### config.mk
export PLATFORM = sky130hd
export DESIGN_NAME = skt_translator
export DESIGN_NICKNAME = d
export VERILOG_FILES = /design/src/rtl/skt_pkg.sv /design/src/rtl/skt_cfg_regs.sv /design/src/rtl/skt_seg_map.sv /design/src/rtl/skt_translator.sv
export SDC_FILE = /design/constraint.sdc
export NUM_CORES = 1
export LEC_CHECK = 0
export BUFFER_PORTS_ARGS = -buffer_cell sky130_fd_sc_hd__buf_2
export CAP_MARGIN = 20
export CORE_UTILIZATION = 52
export CTS_BUF_LIST = sky130_fd_sc_hd__clkbuf_4 sky130_fd_sc_hd__clkbuf_8 sky130_fd_sc_hd__clkbuf_16
export DETAILED_ROUTE_END_ITERATION = 12
export PLACE_DENSITY = 0.81
export SLEW_MARGIN = 20
export SYNTH_ARGS = -nofsm -noshare
export SYNTH_HDL_FRONTEND = slang
export SYNTH_SLANG_ARGS = --single-unit
### constraint.sdc
create_clock -name clk -period 2.4 [get_ports clk]
set_input_delay 0.48 -clock clk [delete_from_list [all_inputs] [get_ports clk]]
set_output_delay 0.48 -clock clk [all_outputs]
set_load 0.03 [all_outputs]
### src/rtl/skt_pkg.sv
package skt_pkg;
  localparam int unsigned SEL_W = 2;
  typedef enum logic [SEL_W-1:0] {
    SEL_GLOBAL  = 2'd0,
    SEL_MASK    = 2'd1,
    SEL_BASE_LO = 2'd2,
    SEL_BASE_HI = 2'd3
  } cfg_sel_e;
endpackage

### src/rtl/skt_cfg_regs.sv
module skt_cfg_regs
  import skt_pkg::*;
#(
  parameter int unsigned AW     = 32,
  parameter int unsigned NSEG   = 16,
  parameter int unsigned EN_LO  = 2,
  parameter int unsigned EN_HI  = 3
) (
  input  logic             clk,
  input  logic             rst,
  input  logic             wr_en,
  input  logic [SEL_W-1:0] wr_sel,
  input  logic [AW-1:0]    wr_data,
  output logic [1:0]       en_bits,
  output logic [NSEG-1:0]  seg_mask,
  output logic [AW-1:0]    base_lo,
  output logic [AW-1:0]    base_hi
);
  always_ff @(posedge clk) begin
    if (rst) begin
      en_bits  <= '0;
      seg_mask <= '0;
      base_lo  <= '0;
      base_hi  <= '0;
    end else if (wr_en) begin
      case (cfg_sel_e'(wr_sel))
        SEL_GLOBAL:  en_bits  <= {wr_data[EN_HI], wr_data[EN_LO]};
        SEL_MASK:    seg_mask <= wr_data[NSEG-1:0];
        SEL_BASE_LO: base_lo  <= wr_data;
        SEL_BASE_HI: base_hi  <= wr_data;
        default: ;
      endcase
    end
  end

  AST_CFG_RESET: assert property (@(posedge clk) disable iff (rst)
    $past(rst) |-> (en_bits == '0 && seg_mask == '0 && base_lo == '0 && base_hi == '0));
  AST_LO_WRITE: assert property (@(posedge clk) disable iff (rst)
    (wr_en && wr_sel == SEL_BASE_LO) |=> (base_lo == $past(wr_data)));
  AST_HI_WRITE: assert property (@(posedge clk) disable iff (rst)
    (wr_en && wr_sel == SEL_BASE_HI) |=> (base_hi == $past(wr_data)));
endmodule

### src/rtl/skt_seg_map.sv
module skt_seg_map #(
  parameter int unsigned AW    = 32,
  parameter int unsigned SEG_W = 4
) (
  input  logic [AW-1:0]          va,
  input  logic [1:0]             en_bits,
  input  logic [(1<<SEG_W)-1:0]  seg_mask,
  input  logic [AW-1:0]          base_lo,
  input  logic [AW-1:0]          base_hi,
  output logic                   mmu_on,
  output logic [AW-1:0]          pa,
  output logic                   seg_hit,
  output logic                   need_page
);
  localparam int unsigned NSEG  = 1 << SEG_W;
  localparam int unsigned HALF  = NSEG / 2;
  localparam int unsigned OFF_W = AW - SEG_W;

  logic [SEG_W-1:0] nib [NSEG];
  logic [SEG_W-1:0] seg;

  for (genvar g = 0; g < NSEG; g++) begin : g_nib
    if (g < HALF) begin : g_lo
      assign nib[g] = base_lo[(g % HALF) * SEG_W +: SEG_W];
    end else begin : g_hi
      assign nib[g] = base_hi[(g % HALF) * SEG_W +: SEG_W];
    end
  end

  assign seg    = va[AW-1 -: SEG_W];
  assign mmu_on = |en_bits;

  always_comb begin
    pa        = va;
    seg_hit   = 1'b0;
    need_page = 1'b0;
    if (mmu_on) begin
      if (seg_mask[seg]) begin
        seg_hit = 1'b1;
        pa      = {nib[seg], va[OFF_W-1:0]};
      end else begin
        need_page = 1'b1;
        pa        = '0;
      end
    end
  end

  always_comb begin
    if (seg_hit) AST_OFFSET_KEPT: assert (pa[OFF_W-1:0] == va[OFF_W-1:0]);
  end
endmodule

### src/rtl/skt_translator.sv
module skt_translator
  import skt_pkg::*;
#(
  parameter int unsigned AW    = 32,
  parameter int unsigned SEG_W = 4
) (
  input  logic             clk,
  input  logic             rst,
  input  logic             wr_en,
  input  logic [1:0]       wr_sel,
  input  logic [AW-1:0]    wr_data,
  input  logic             in_valid,
  input  logic [AW-1:0]    in_va,
  output logic             out_valid,
  output logic [AW-1:0]    out_pa,
  output logic             out_seg,
  output logic             out_page
);
  localparam int unsigned NSEG = 1 << SEG_W;

  logic [1:0]      en_bits;
  logic [NSEG-1:0] seg_mask;
  logic [AW-1:0]   base_lo, base_hi, pa_c;
  logic            mmu_on, hit_c, page_c;

  skt_cfg_regs #(.AW(AW), .NSEG(NSEG)) u_cfg (
    .clk(clk), .rst(rst), .wr_en(wr_en), .wr_sel(wr_sel), .wr_data(wr_data),
    .en_bits(en_bits), .seg_mask(seg_mask), .base_lo(base_lo), .base_hi(base_hi)
  );

  skt_seg_map #(.AW(AW), .SEG_W(SEG_W)) u_map (
    .va(in_va), .en_bits(en_bits), .seg_mask(seg_mask),
    .base_lo(base_lo), .base_hi(base_hi),
    .mmu_on(mmu_on), .pa(pa_c), .seg_hit(hit_c), .need_page(page_c)
  );

  always_ff @(posedge clk) begin
    if (rst) begin
      out_valid <= 1'b0;
      out_pa    <= '0;
      out_seg   <= 1'b0;
      out_page  <= 1'b0;
    end else begin
      out_valid <= in_valid;
      if (in_valid) begin
        out_pa   <= pa_c;
        out_seg  <= hit_c;
        out_page <= page_c;
      end
    end
  end

  AST_VALID_LAT: assert property (@(posedge clk) disable iff (rst)
    !$past(rst) |-> (out_valid == $past(in_valid)));
  AST_PASS_THRU: assert property (@(posedge clk) disable iff (rst)
    (in_valid && !mmu_on) |=> (out_pa == $past(in_va) && !out_seg && !out_page));
  AST_FLAG_EXCL: assert property (@(posedge clk) disable iff (rst)
    out_valid |-> !(out_seg && out_page));
  AST_PAGE_ZERO: assert property (@(posedge clk) disable iff (rst)
    (out_valid && out_page) |-> (out_pa == '0));
endmodule

## Word-level counts from Yosys, hierarchy flattened

Cells that the tools add are included.

| storage, ports and cells | value |
|---|---|
| register bits | 117 |
| input bits | 70 |
| output and inout port bits | 35 |

| operators by class | value |
|---|---|
| magnitude comparators | 2 |
| equal/unequal tests | 3 |
| mux-type cells | 11 |
| bitwise logic cells | 1 |
| reductions and logical operators | 6 |

Operators with widths:

| kind | count |
|---|---|
| two-way mux 32 bit | 2 |
| binary-select mux 4 bit (select 4 bit) | 1 |
| two-way mux 4 bit | 2 |
| AND reduction 2 bit | 4 |
| greater-or-equal comparator 5 bit, second input constant | 1 |
| < comparator 4 x 5 -> 1 bit, second input constant | 1 |
| two-way mux 1 bit | 5 |
| inverter 4 -> 5 bit | 1 |
| binary-select mux 1 bit (select 4 bit) | 1 |
| equality test 2 bit, second input constant | 2 |
| equality test 2 x 1 -> 1 bit, second input constant | 1 |
| zero test 2 bit | 1 |
| OR reduction 2 bit | 1 |

## Depth between registers and ports, before layout

| depth | value |
|---|---|
| word-level depth | 6 |
| depth in mapped cells | 9 |

## By module

From an unflattened synthesis, not the netlist that was laid out.

| unflattened totals | value |
|---|---|
| cells, all modules | 510 |
| area, all modules | 5587.9 um2 |

Modules (own cells, without submodules):

| module | instances | cells each | area an instance (um2) | sequential area each (um2) |
|---|---|---|---|---|
| skt_cfg_regs | 1 | 305 | 3337.0 | 1641.6 |
| skt_translator | 1 | 112 | 1263.7 | 700.7 |
| skt_seg_map | 1 | 93 | 987.2 | 0.0 |

## Least setup slack after synthesis

OpenSTA, ideal clock, no wires.

| timing path | value |
|---|---|
| path kind | input-to-reg |
| start | input in_va[28] |
| end | register out_pa[30] |
| arrival | 1813 ps |
| slack | 455 ps |
| stages | 7 |
| path buffers | 2 |
| cell sequence | buf_2 > buf_4 > mux4_2 > a22oi_1 > nand3_1 > o21ai_1 > a21oi_1 |

| between the ends | value |
|---|---|
| cells in the longest elaborated chain, start to end | 6 |

Ends and longest elaborated chain:

| what | RTL line | source |
|---|---|---|
| start: declaration | skt_translator.sv:13 | `input logic [AW-1:0] in_va,` |
| inverter 4 -> 5 bit (not written as such) | skt_seg_map.sv:40 | `pa = {nib[seg], va[OFF_W-1:0]};` |
| binary-select mux 4 bit (select 4 bit) | skt_seg_map.sv:40 |  |
| two-way mux 4 bit (not written as such) (2 in series) | skt_seg_map.sv:40 |  |
| two-way mux 32 bit (*) | skt_seg_map.sv:38 | `if (seg_mask[seg]) begin` |
| two-way mux 32 bit (*) | skt_seg_map.sv:37 | `if (mmu_on) begin` |
| end signal: assignment | skt_translator.sv:46 | `out_pa <= pa_c;` |
| end: declaration | skt_translator.sv:15 | `output logic [AW-1:0] out_pa,` |

Mark *: on every way between the ends. The rest lies on a longest branch, timed or not. The select of a mux whose other input is x is not followed.
A chain may end at the register's enable or synchronous reset.

## Worst setup path in the final report

| timing path | value |
|---|---|
| start | register u_cfg.seg_mask[7] |
| end | register out_pa[3] |

| between the ends | value |
|---|---|
| cells in the longest elaborated chain, start to end | 4 |

Ends and longest elaborated chain:

| what | RTL line | source |
|---|---|---|
| start: declaration | skt_cfg_regs.sv:15 | `output logic [NSEG-1:0] seg_mask,` |
| start signal: assignment | skt_cfg_regs.sv:28 | `SEL_MASK: seg_mask <= wr_data[NSEG-1:0];` |
| binary-select mux 1 bit (select 4 bit) | skt_seg_map.sv:38 |  |
| two-way mux 1 bit (not written as such) | skt_seg_map.sv:38 |  |
| two-way mux 32 bit | skt_seg_map.sv:38 |  |
| two-way mux 32 bit | skt_seg_map.sv:37 |  |

No other way between the ends. The select of a mux whose other input is x is not followed.

==> impl_results.md <==
- Netlist cell types: 30
- Post-Synthesis Cells: 614
- Crit path arrival time: 2.13 ns
- First-iteration detailed-routing DRC count: 417
- Synthesis Warnings: 0
- Number of port buffers: ~100
- Io pins: between 100 and 150
- Worst Path Required: 2.84 ns
- CTS tree: built
- Cell chosen for the clock root: clkbuf_8
- Top post-synthesis cells by area: dfxtp_1 47%, nand2_1 17%, a21oi_1 12%, mux4_2 7.3%, or3_1 3.5%
- Initial Util: 0.535
- Max-Cap Viols: 0
- Number of remaining DRC errors: 0
- Mean Syn Cell Area: 8.06 um2
- Critical path class: reg2reg
- Sum Neg Setup Slack: 0 ns
- # placed instances: 810
- Vias: 4720
- Area grow syn2layout: 22.8%
- Die Span X: 99.5 um
- First-pass GRT wire length: 21.6 mm
- Startpoint Class: flop
- Most common cell in the synthesized netlist: nand2_1
- Post-synth EDFFs: 0
- Reg clk slew, reported paths: ~0.06 ns
- Final wirelength: 13.4 mm
- Final Setup Violations: 0
- FFs w/ async S/R, synth: 0
- HP Class: in2reg
- Worst Clk Skew: 0.00749 ns
- FF+latch count, synth: 117
- H-tree levels: 4
- Worst-margin pin slew: 0.643 ns
- VDD IR max: 0.681 mV
- Cell Pwr Density: between 800 and 900 nW/um2
- Vias in the first global route: 4389
- Post-CTS Resized: 0
- DRT Pass-1 Iters: 5
- Main synth FF type: dfxtp_1
- Fin crit share: 0.702
- Crit-path max FO: 29
- Max Root-Sink Buffers: 2
- Chip height: 99.5 um
- Final net count: 770
- Status: complete, no violations
- Synth Cell Area: 4950 um2
- Grt ovf: 0
- Sequential fraction of the synthesis area: 0.473
- CORE AREA: approximately 9000 um2
- Vias per Instance: 5.61
- Area fraction of the dominant cell type after synthesis: 0.473
- Crit end category: flop
- Syn nets: 684
- Setup bufs post-CTS: 0
- DRT antenna net count: 0
- Leak: 2.43 nW
- Pwr Total: 0.00490 W
- Slew margin rel.: 0.571
- Largest net degree at the start of global routing: 56
- Post-DP HPWL: 8.67 mm
- Slew Limit Fails: 0
- WL per Instance: 15.9 um
- Finished Layout Cells: between 800 and 900
- Yosys top cell by area: dfxtp_1
- Share of cells above drive strength 1: 0.240
- # diodes: 0
- Filler cell count: 739
- Gpl congestion: 0.915
- Most instantiated cells after synthesis: 223 x nand2_1, 117 x dfxtp_1, 116 x a21oi_1
- Num CTS Buffers: 17
- Clock sink count: about 120
- FMAX: 0.593 GHz
- Final min period: approximately 1.7 ns
- # hold bufs at CTS: 0
- Antenna violations before repair: 0
- RSZ-0062 raised after global routing: no
- Worst skew pair latency: 0.52 ns
- Die area: 9910 um2
- Num rows: 35
- All-layer global routing usage: 0.282
- Final Hold Fails: 0
[layout by cell type, fill, tap and decap left out]
cell / netlist / routed
nor3b_1: 1 / 1
or2_2: 1 / 1
clkbuf_16: 0 / 16
buf_4: 1 / 13
nand2_1: 223 / 223
nor3_1: 1 / 1
a31oi_2: 0 / 1
a21oi_1: 116 / 116
buf_12: 0 / 1
clkinv_4: 0 / 2
o21ai_0: 1 / 1
o21ai_1: 4 / 4
and3b_1: 1 / 1
a22oi_2: 1 / 1
nor2_2: 0 / 1
and4_1: 2 / 2
a22oi_1: 5 / 5
nor2_1: 11 / 10
dfxtp_1: 117 / 117
a211oi_1: 2 / 2
nor2b_1: 4 / 4
mux2i_1: 10 / 10
bufinv_16: 0 / 1
clkinv_2: 0 / 3
and3_1: 5 / 5
clkinvlp_4: 0 / 5
mux4_2: 16 / 16
nand3_1: 11 / 11
inv_6: 0 / 3
clkbuf_8: 0 / 2
buf_2: 4 / 103
or3_1: 28 / 28
inv_2: 1 / 1
a311oi_2: 0 / 1
nand3b_1: 1 / 1
[power by group]
group | switching [W] | total, W | internal, W
sequential | 0.0000420 | 0.00207 | 0.00202
combinational | 0.000316 | 0.000499 | 0.000183
clock | 0.000936 | 0.00234 | 0.00140
total | 0.00129 | 0.00490 | 0.00361
[registers in the layout, indices dropped and copies added (netlist names)]
register	flops
u_cfg.seg_mask	16
u_cfg.base_lo	32
out_seg	1
out_page	1
u_cfg.base_hi	32
out_pa	32
out_valid	1
u_cfg.en_bits	2
[worst paths after layout]
path              slack (ns)               from                 to  cells past startpoint
setup / recovery        0.71  u_cfg.seg_mask[7]          out_pa[3]                      6
hold / removal          0.21        wr_data[24]  u_cfg.base_lo[24]                      3
setup reg to reg        0.71  u_cfg.seg_mask[7]          out_pa[3]                      6
hold reg to reg         0.45         out_pa[12]         out_pa[12]                      2
[kinds of logic (layout without fill, tap and decap cells)]
kind of cell | Yosys count | count (layout) | synth area share
AOI/OAI and AO/OA | 131 | 131 | 0.139
buffers and inverters | 51 | 150 | 0.0488
DFF | 117 | 117 | 0.473
muxes | 26 | 26 | 0.0931
and+or+nand+nor | 289 | 289 | 0.246
[area by class of cell]
cell class                 count  area [um2]  share of cell area
inverter                       1        3.75            0.000618
multi-input combinational    446        2380               0.392
clock inverter                14         126              0.0208
clock buffer                  18         428              0.0705
sequential                   117        2340               0.386
timing repair buffer         117         633               0.104
tap                          129         161              0.0266
[worst max-delay path, stage by stage, from the launching register on]
cell	delay [ns]
dfxtp_1	0.35
mux2i_1	0.08
a22oi_1	0.27
a31oi_2	0.12
buf_4	0.22
or3_1	0.40
a21oi_1	0.17
[layer usage]
| layer | track usage | wire length (um) | share of wire | vias up |
|---|---|---|---|---|
| li1 | - | - | - | 2255 |
| met5 | 0 | 0 | 0 | - |
| met3 | 0.0576 | 934 | 0.070 | 37 |
| met4 | 0.121 | 303 | 0.023 | 0 |
| met1 | 0.351 | 5560 | 0.41 | 2207 |
| met2 | 0.476 | 6600 | 0.49 | 221 |
[metrics by stage]
| stage | hold slack (ns) | setup slack, ns | util | cell area [um2] |
|---|---|---|---|---|
| 6_report | 0.210 | 0.714 | 0.657 | 6070 |
| 5_1_grt | 0.200 | 0.609 | 0.657 | 6070 |
| 4_1_cts | 0.197 | 0.722 | 0.657 | 6070 |
| 3_5_place_dp | 0.446 | 0.281 | 0.597 | 5520 |
| 3_3_place_gp | 0.440 | 0.397 | 0.597 | 5520 |
| 2_1_floorplan | 0.433 | 0.455 | - | 4950 |
Power figures use the tool's default switching activity.
